==> config.mk <==
export PLATFORM = sky130hd
export DESIGN_NAME = comma_aligner
export DESIGN_NICKNAME = d
export VERILOG_FILES = /design/src/rtl/calign_pkg.sv /design/src/rtl/calign_datapath.sv /design/src/rtl/calign_control.sv /design/src/rtl/comma_aligner.sv
export SDC_FILE = /design/constraint.sdc
export NUM_CORES = 1
export LEC_CHECK = 0
export ABC_CLOCK_PERIOD_IN_PS = 3900
export BUFFER_PORTS_ARGS = -buffer_cell sky130_fd_sc_hd__buf_2
export CORE_ASPECT_RATIO = 1.4
export CORE_MARGIN = 8
export CORE_UTILIZATION = 55
export CTS_BUF_LIST = sky130_fd_sc_hd__clkbuf_8 sky130_fd_sc_hd__clkbuf_16
export CTS_CLUSTER_SIZE = 30
export DETAILED_ROUTE_END_ITERATION = 7
export MAX_ROUTING_LAYER = met4
export PLACE_DENSITY = 0.84
export SLEW_MARGIN = 20
export SYNTH_ARGS = -nofsm -noshare
export SYNTH_HDL_FRONTEND = slang
export SYNTH_SLANG_ARGS = --single-unit
==> constraint.sdc <==
create_clock -name clk -period 3.9 [get_ports clk]
set_input_delay 0.78 -clock clk [delete_from_list [all_inputs] [get_ports clk]]
set_output_delay 0.78 -clock clk [all_outputs]
set_load 0.02 [all_outputs]
==> src/rtl/calign_pkg.sv <==
package calign_pkg;
  typedef struct packed {
    logic loadOffset;
    logic clearLock;
    logic locked;
  } alignCtl_t;
endpackage

==> src/rtl/calign_datapath.sv <==
module calign_datapath
  import calign_pkg::*;
#(
  parameter int WORD_W = 10,
  parameter int SHORT_W = 7,
  parameter logic [WORD_W-1:0] PAT_POS = 10'b0011111010,
  parameter logic [WORD_W-1:0] PAT_NEG = 10'b1100000101
) (
  input  logic              clk,
  input  logic              rstN,
  input  logic [WORD_W-1:0] rawWord,
  input  logic              patMode,
  input  alignCtl_t         ctl,
  output logic              hitAny,
  output logic [WORD_W-1:0] wordOut,
  output logic              validOut
);
  localparam int WIN_W = 2 * WORD_W;
  localparam int OFF_W = $clog2(WORD_W);
  localparam logic [WORD_W-1:0] SHORT_MASK = {{SHORT_W{1'b1}}, {(WORD_W-SHORT_W){1'b0}}};

  logic [WORD_W-1:0] prevQ;
  logic [WIN_W-1:0]  window;
  logic [WORD_W-1:0] cand [WORD_W];
  logic [WORD_W-1:0] hit;
  logic [WORD_W-1:0] cmpMask;
  logic [OFF_W-1:0]  hitIdx;
  logic [OFF_W-1:0]  offsetQ;
  logic [WORD_W-1:0] wordQ;
  logic              validQ;

  assign window  = {prevQ, rawWord};
  assign cmpMask = patMode ? SHORT_MASK : '1;

  for (genvar g = 0; g < WORD_W; g++) begin : gCand
    assign cand[g] = window[WIN_W-1-g -: WORD_W];
    assign hit[g]  = (((cand[g] ^ PAT_POS) & cmpMask) == '0) ||
                     (((cand[g] ^ PAT_NEG) & cmpMask) == '0);
  end

  assign hitAny = |hit;

  always_comb begin
    hitIdx = '0;
    for (int k = WORD_W - 1; k >= 0; k--) begin
      if (hit[k]) hitIdx = OFF_W'(k);
    end
  end

  always_ff @(posedge clk) begin
    if (!rstN) begin
      prevQ   <= '0;
      offsetQ <= '0;
      wordQ   <= '0;
      validQ  <= 1'b0;
    end else begin
      prevQ <= rawWord;
      if (ctl.loadOffset) offsetQ <= hitIdx;
      validQ <= ctl.locked;
      wordQ  <= ctl.locked ? cand[offsetQ] : '0;
    end
  end

  assign wordOut  = wordQ;
  assign validOut = validQ;

  AST_OFFSET_HELD: assert property (@(posedge clk) disable iff (!rstN)
    ctl.locked && !ctl.loadOffset |=> $stable(offsetQ));
  AST_INVALID_ZERO: assert property (@(posedge clk) disable iff (!rstN)
    !validQ |-> wordQ == '0);
  AST_VALID_FOLLOWS_LOCK: assert property (@(posedge clk) disable iff (!rstN)
    ctl.locked |=> validQ);
endmodule

==> src/rtl/calign_control.sv <==
module calign_control
  import calign_pkg::*;
(
  input  logic      clk,
  input  logic      rstN,
  input  logic      alignReq,
  input  logic      hitAny,
  output alignCtl_t ctl,
  output logic      detectOut,
  output logic      lockedOut
);
  logic reqQ;
  logic searchQ;
  logic lockQ;
  logic detQ;
  logic reqRise;

  assign reqRise = alignReq & ~reqQ;

  assign ctl.clearLock  = reqRise;
  assign ctl.loadOffset = searchQ & hitAny & ~reqRise;
  assign ctl.locked     = lockQ;

  always_ff @(posedge clk) begin
    if (!rstN) begin
      reqQ    <= 1'b0;
      searchQ <= 1'b0;
      lockQ   <= 1'b0;
      detQ    <= 1'b0;
    end else begin
      reqQ <= alignReq;
      if (ctl.clearLock) begin
        searchQ <= 1'b1;
        lockQ   <= 1'b0;
        detQ    <= 1'b0;
      end else if (ctl.loadOffset) begin
        searchQ <= 1'b0;
        lockQ   <= 1'b1;
        detQ    <= 1'b1;
      end else begin
        detQ <= 1'b0;
      end
    end
  end

  assign detectOut = detQ;
  assign lockedOut = lockQ;

  AST_DETECT_PULSE: assert property (@(posedge clk) disable iff (!rstN)
    detQ |=> !detQ);
  AST_DETECT_LOCKS: assert property (@(posedge clk) disable iff (!rstN)
    detQ |-> lockQ);
  AST_RISE_UNLOCKS: assert property (@(posedge clk) disable iff (!rstN)
    reqRise |=> !lockQ && searchQ);
  AST_LOCK_NEEDS_SEARCH: assert property (@(posedge clk) disable iff (!rstN)
    $rose(lockQ) |-> $past(searchQ));
  AST_NO_SEARCH_WHILE_LOCKED: assert property (@(posedge clk) disable iff (!rstN)
    !(searchQ && lockQ));
endmodule

==> src/rtl/comma_aligner.sv <==
module comma_aligner
  import calign_pkg::*;
#(
  parameter int WORD_W = 10,
  parameter int SHORT_W = 7,
  parameter logic [WORD_W-1:0] PAT_POS = 10'b0011111010,
  parameter logic [WORD_W-1:0] PAT_NEG = 10'b1100000101
) (
  input  logic              clk,
  input  logic              rstN,
  input  logic [WORD_W-1:0] rawWord,
  input  logic              patMode,
  input  logic              alignReq,
  output logic [WORD_W-1:0] alignedWord,
  output logic              alignedValid,
  output logic              patDetect,
  output logic              locked
);
  alignCtl_t ctl;
  logic      hitAny;

  calign_control uCtrl (
    .clk       (clk),
    .rstN      (rstN),
    .alignReq  (alignReq),
    .hitAny    (hitAny),
    .ctl       (ctl),
    .detectOut (patDetect),
    .lockedOut (locked)
  );

  calign_datapath #(
    .WORD_W  (WORD_W),
    .SHORT_W (SHORT_W),
    .PAT_POS (PAT_POS),
    .PAT_NEG (PAT_NEG)
  ) uData (
    .clk      (clk),
    .rstN     (rstN),
    .rawWord  (rawWord),
    .patMode  (patMode),
    .ctl      (ctl),
    .hitAny   (hitAny),
    .wordOut  (alignedWord),
    .validOut (alignedValid)
  );
endmodule

==> results of run 1 <==
==> power breakdown <==
group | switching [mW] | total (mW) | leakage, nW | internal (mW)
Combinational | 0.0504 | 0.0892 | 0.559 | 0.0389
Sequential | 0.0170 | 0.321 | 0.237 | 0.304
Clock | 0.121 | 0.375 | 0.0681 | 0.254
==> final timing paths <==
path,startpoint,endpoint,slack [ns],cells past startpoint
min,uCtrl.lockedOut,uCtrl.lockedOut,0.48,2
max,rawWord[8],uData.offsetQ[2],1.56,7
max reg2reg,uData.prevQ[0],uData.offsetQ[3],1.64,6
min reg2reg,uCtrl.lockedOut,uCtrl.lockedOut,0.48,2
==> per-layer routing <==
metal  wire [um]  global-route usage [%]
met1        1900                    18.7
met2        2810                    29.9
met3         422                    3.85
met4         168                    10.3
met5           0                       -
==> state kept, by name (all words and copies together) (netlist names) <==
signal,count
uData.prevQ,10
uData.wordOut,10
uData.offsetQ,4
uCtrl.detectOut,1
uCtrl.lockedOut,1
uCtrl.reqQ,1
uCtrl.searchQ,1
uData.validOut,1
==> layout make-up <==
type,instances,area share (%)
tap,43,2.27
sequential,29,24.6
multi-input combinational,176,61.2
timing repair buffer,26,5.50
inverter,5,0.793
clock inverter,3,2.75
clock buffer,5,2.91
==> worst reg2reg max path, stage by stage, from the launching register on <==
cell and delay, ns:
dfxtp_1 0.66, and3b_1 0.25, o2111ai_1 0.17, o31ai_1 0.17, nor4_2 0.47, a31oi_1 0.19
o211a_1 0.24
==> cell usage after synthesis, types with 2 or more instances <==
library cell / number
a21oi_1: 4
nor2b_1: 7
nor4bb_1: 3
buf_2: 13
o211ai_1: 3
a32oi_1: 2
nor3b_1: 8
mux2i_1: 27
nor3_1: 5
and4_1: 2
buf_1: 2
nor4_2: 3
nand4_1: 3
clkbuf_1: 8
o21ai_0: 5
a31oi_1: 2
o2111ai_1: 10
inv_1: 5
a21boi_0: 2
and3_1: 5
dfxtp_1: 29
and3b_1: 4
nor2_1: 7
nand2_1: 9
o22ai_1: 11
mux4_2: 10
and2_1: 27
==> logic make-up (layout without fill, tap and decap cells) <==
group / Yosys count / in the layout / share of synthesized area (%)
and+or+nand+nor: 91 / 91 / 27.6
AOI/OAI and AO/OA: 48 / 48 / 16.7
muxes: 37 / 37 / 23.0
DFF: 29 / 29 / 27.0
buffers and inverters: 28 / 39 / 5.64
==> per-stage QoR <==
step                instance area [um2]  util [%]
floorplan                          2150         -
global placement                   2230      58.0
finish                             2370      61.5
detailed placement                 2230      58.0
CTS                                2370      61.4
global route                       2370      61.5
==> metrics.md, run 1 <==
| Metric | Value |
|---|---|
| Status | finished clean |
| Synth async-reset ratio | 0% |
| DR pass1 iterations | 4 |
| Sink Count | 29 |
| Hold slack | 0.482 ns |
| Post-cts resize count | 0 |
| Commonest non-fill, non-tap cell in the layout | dfxtp_1 |
| TritonCTS clock tree | built |
| Residual DRC count | 0 |
| Pin count of the biggest net entering global routing | 23 |
| Pwr dens | 332 nW/um2 |
| Cells after Synth | 233 |
| Post-route non-filler standard cell count | 287 |
| Top_reg_cell synth | dfxtp_1 |
| Slowest stage delay, CP | 0.57 ns |
| Overflow after GRT | 0 |
| Root buffer cell | clkbuf_8 |
| WP data arrival | 2.53 ns |
| Total Nets Final | 257 |
| CP required | 4.09 ns |
| Die X | 68.9 um |
| Endpoints failing setup | 0 |
| CTS Buf Count | 5 |
| Syn_nets | 247 |
| CP max FO | 17 |
| Longest Clk Path Bufs | 2 |
| Post-CTS Setup Inserts | 0 |
| Area share of the leading cell type in the synthesized netlist | 27.0% |
| Starting Density | 55.8% |
| Die ar. | 6200 um2 |
| Register Area | 582 um2 |
| Syn-to-layout area delta | 10.1% |
| Top cells by area, synth | dfxtp_1 (27%), mux2i_1 (13%), mux4_2 (10%) |
| Synth Area per Inst | 9.23 um2 |
| Final worst path period need | 2.34 ns |
| Antenna violations before repair | 0 |
| I/O pin count | 27 |
| EDFF count, synth | 0 |
| Global-route wire length before repair | 8630 um |
| Chip height | 90.0 um |
| Fillers | 338 |
| Routed via count | 1926 |
| Crit-path cells | buf_2, or4_4, nor3b_2, o21ai_0, and4_4, a31o_4, a31o_1 |
| MaxCap Viol Count | 0 |
| Setup TNS | 0 ns |
| Number of warnings issued by yosys | 0 |
| Crit Path Class | input port to register |
| Worst IR Drop VDD | 408 uV |
| Count of final hold-check violations | 0 |
| H-tree Lvls | 2 |
| CTS Hold Bufs | 0 |
| Dpl ws | 1.27 ns |
| Number of global-route vias before repair | 1849 |
| Max Fclk | 427 MHz |
| Placed cell count | 279 |
| Kind of cell adding the most delay to the critical path | simple AND/OR/NAND/NOR gates |
| Routed vias/inst | 6.71 |
| Worst Path Buf+Inv | 1 |
| N_diodes | 0 |
| Commonest non-fill, non-tap cells in the layout | dfxtp_1 (28), and2_1 (27), mux2i_1 (27) |
| Routed WL | 5300 um |
| Worst Hold Class | register to register |
| Mapped Area | 2150 um2 |
| Initial DRC Count | 98 |
| Routed Antenna Nets | 0 |
| Period Utilization, post-route | 60.1% |
| GRT Total Usage | 18.1% |
| Seq cells post-synth | 29 |
| WL per Instance | 18.5 um |
| Setup WS post-layout | 1.56 ns |
| Skew-Pair Late Insertion Delay | 0.29 ns |
| Slowest CP cell | or4_4 |
| Leak | 0.864 nW |
| GPL Wtd Cong | 0.964 |
| Row count | 27 |
| Fraction of layout instances using a drive strength above 1 | 22.1% |
| Half-perimeter wire length after placement | 3810 um |
| Distinct cells, synth | 44 |
| RSZ-0062 raised after global routing | no |
| Core area | 3850 um2 |
| CP Capture Type | register |
| Area leader, netlist | dfxtp_1 |
| I/O Buffers | 26 |
| Clk slew on worst S/H paths | 0.06 ns |
| Total power | 0.785 mW |
| Register area share after synthesis | 27.0% |
| CP Launch Type | input port |
| Clock Skews | 0.00630 ns |
| Max_slew headroom | 42.2% |
| Slew Limit Fails | 0 |
| Slew of the pin with the lowest slew margin | 0.867 ns |
| Multi-input gate area | 1450 um2 |
Note: power is estimated with default switching activity, not from simulation.
==> inputs of run 2 (changes only) <==
--- a/config.mk
+++ b/config.mk
@@ -5,11 +5,11 @@
 export SDC_FILE = /design/constraint.sdc
 export NUM_CORES = 1
 export LEC_CHECK = 0
-export ABC_CLOCK_PERIOD_IN_PS = 3900
+export ABC_CLOCK_PERIOD_IN_PS = 2100
 export BUFFER_PORTS_ARGS = -buffer_cell sky130_fd_sc_hd__buf_2
 export CORE_ASPECT_RATIO = 1.4
 export CORE_MARGIN = 8
-export CORE_UTILIZATION = 55
+export CORE_UTILIZATION = 52
 export CTS_BUF_LIST = sky130_fd_sc_hd__clkbuf_8 sky130_fd_sc_hd__clkbuf_16
 export CTS_CLUSTER_SIZE = 30
 export DETAILED_ROUTE_END_ITERATION = 7
==> constraint.sdc (replaced) <==
create_clock -name clk -period 2.1 [get_ports clk]
set_input_delay 0.42 -clock clk [delete_from_list [all_inputs] [get_ports clk]]
set_output_delay 0.42 -clock clk [all_outputs]
set_load 0.02 [all_outputs]
==> metrics.md, run 2 (same netlist as run 1, synthesis figures left out) <==
| Metric | Value |
|---|---|
| Status | finished clean |
| Slew of the pin with the lowest slew margin | 0.497 ns |
| CP Launch Type | register |
| Crit Path Class | register to register |
| Count of final hold-check violations | 0 |
| DR pass1 iterations | 4 |
| GR Util met3 | 3.67% |
| Max_slew headroom | 66.6% |
| Placed inst area | 2490 um2 |
| Number of global-route vias before repair | 1950 |
| Die X | 70.4 um |
| CP required | 2.28 ns |
| Routed vias/inst | 6.41 |
| WP data arrival | 2.19 ns |
| Total power | 1.26 mW |
| Die ar. | 6480 um2 |
| Starting Density | 54.4% |
| Global-route wire length before repair | 9320 um |
| Overflow after GRT | 0 |
| Half-perimeter wire length after placement | 4140 um |
| Total Nets Final | 292 |
| Register Area | 594 um2 |
| Clock Skews | 0.00844 ns |
| Sink Count | 29 |
| Fraction of layout instances using a drive strength above 1 | 34.1% |
| Row count | 27 |
| Root buffer cell | clkbuf_8 |
| Flop2flop setup slack | 0.09 ns |
| Longest Clk Path Bufs | 2 |
| Busiest grt layer | met2 |
| Multi-input gate area | 1480 um2 |
| I/O pin count | 27 |
| Commonest non-fill, non-tap cell in the layout | buf_4 |
| Chip height | 92.1 um |
| Antenna violations before repair | 0 |
| Worst Hold Class | input port to register |
| WL per Instance | 17.4 um |
| MaxCap Viol Count | 0 |
| Leak | 1.03 nW |
| RSZ-0062 raised after global routing | no |
| Commonest non-fill, non-tap cells in the layout | buf_4 (35), and2_1 (27), mux2i_1 (27) |
| Routed WL | 5600 um |
| Design Area, Final | 2630 um2 |
| GRT Total Usage | 17.7% |
| CTS Buf Count | 5 |
| Endpoints failing setup | 0 |
| N_diodes | 0 |
| Pin count of the biggest net entering global routing | 23 |
| CTS Hold Bufs | 0 |
| Skew-Pair Late Insertion Delay | 0.28 ns |
| I/O Buffers | 26 |
| GPL Wtd Cong | 0.919 |
| Pwr dens | 478 nW/um2 |
| Fillers | 326 |
| Final worst path period need | 2.01 ns |
| CP Capture Type | register |
| Routed via count | 2065 |
| CP max FO | 4 |
| Slew Limit Fails | 0 |
| Period Utilization, post-route | 95.7% |
| Max Fclk | 498 MHz |
| Core area | 3950 um2 |
| Syn-to-layout area delta | 22.2% |
| Fin util | 66.5% |
| Worst IR Drop VDD | 491 uV |
| Clk slew on worst S/H paths | 0.07 ns |
| Initial DRC Count | 117 |
| H-tree Lvls | 2 |
| GR Layer Usage met2 | 30.1% |
| TritonCTS clock tree | built |
| Met1 usage | 18.3% |
| Setup TNS | 0 ns |
| Routed Antenna Nets | 0 |
| Residual DRC count | 0 |
## run 2: cell count changes in the layout (fill, tap and decap cells not counted), moves of 2 or more
cell       before  now
dfxtp_1        28   24
bufinv_16       2    0
dfxtp_4         0    3
buf_4           0   35
## run 2: final cells by class
| class | instances | share of cell area, % |
|---|---|---|
| Multi-Input combinational cell | 176 | 56.4 |
| Sequential cell | 29 | 22.6 |
| Tap cell | 43 | 2.05 |
| Clock buffer | 5 | 2.62 |
| Inverter | 5 | 0.714 |
| Timing Repair Buffer | 61 | 15.0 |
| Clock inverter | 3 | 0.667 |
## run 2: what timing repair did
item,in CTS,in global routing
setup buffers,0,1
endpoints found under the setup margin,5,5
resized for setup,3,9
pin swaps,0,1
## run 2: through the flow
stage	hold WS, ns	instances	setup WS [ns]
floorplan	0.457	233	0.135
CTS	0.350	321	0.0148
finish	0.357	322	0.0901
global route	0.346	322	0.000261
global placement	0.472	313	-0.0396
detailed placement	0.482	313	-0.0878
## run 2: critical path, stage by stage (launching register included)
cell and delay (ns):
dfxtp_1 0.34, nor4_2 0.33, nand2_1 0.15, o41ai_4 0.32
buf_4 0.19, nor4_4 0.06, buf_4 0.16, nor4bb_2 0.16
a31o_1 0.20
## run 2: report_power, final
part           switching [mW]  internal (mW)  total [mW]
logic                   0.109          0.104       0.214
clock network           0.226          0.228       0.454
registers              0.0261          0.564       0.590
total                   0.361          0.896        1.26
## run 2: final timing paths
check	end	from	depth (start not counted)
setup / recovery	uData.offsetQ[2]	uData.prevQ[5]	8
hold / removal	uData.prevQ[0]	rawWord[0]	2
setup reg to reg	uData.offsetQ[2]	uData.prevQ[5]	8
hold reg to reg	uCtrl.lockedOut	uCtrl.lockedOut	2
## run 2: layer usage
| layer | up-vias | share of wire [%] |
|---|---|---|
| met4 | 0 | 3.0 |
| met5 | - | 0 |
| met1 | 1000 | 39 |
| li1 | 976 | - |
| met3 | 15 | 4.8 |
| met2 | 74 | 53 |
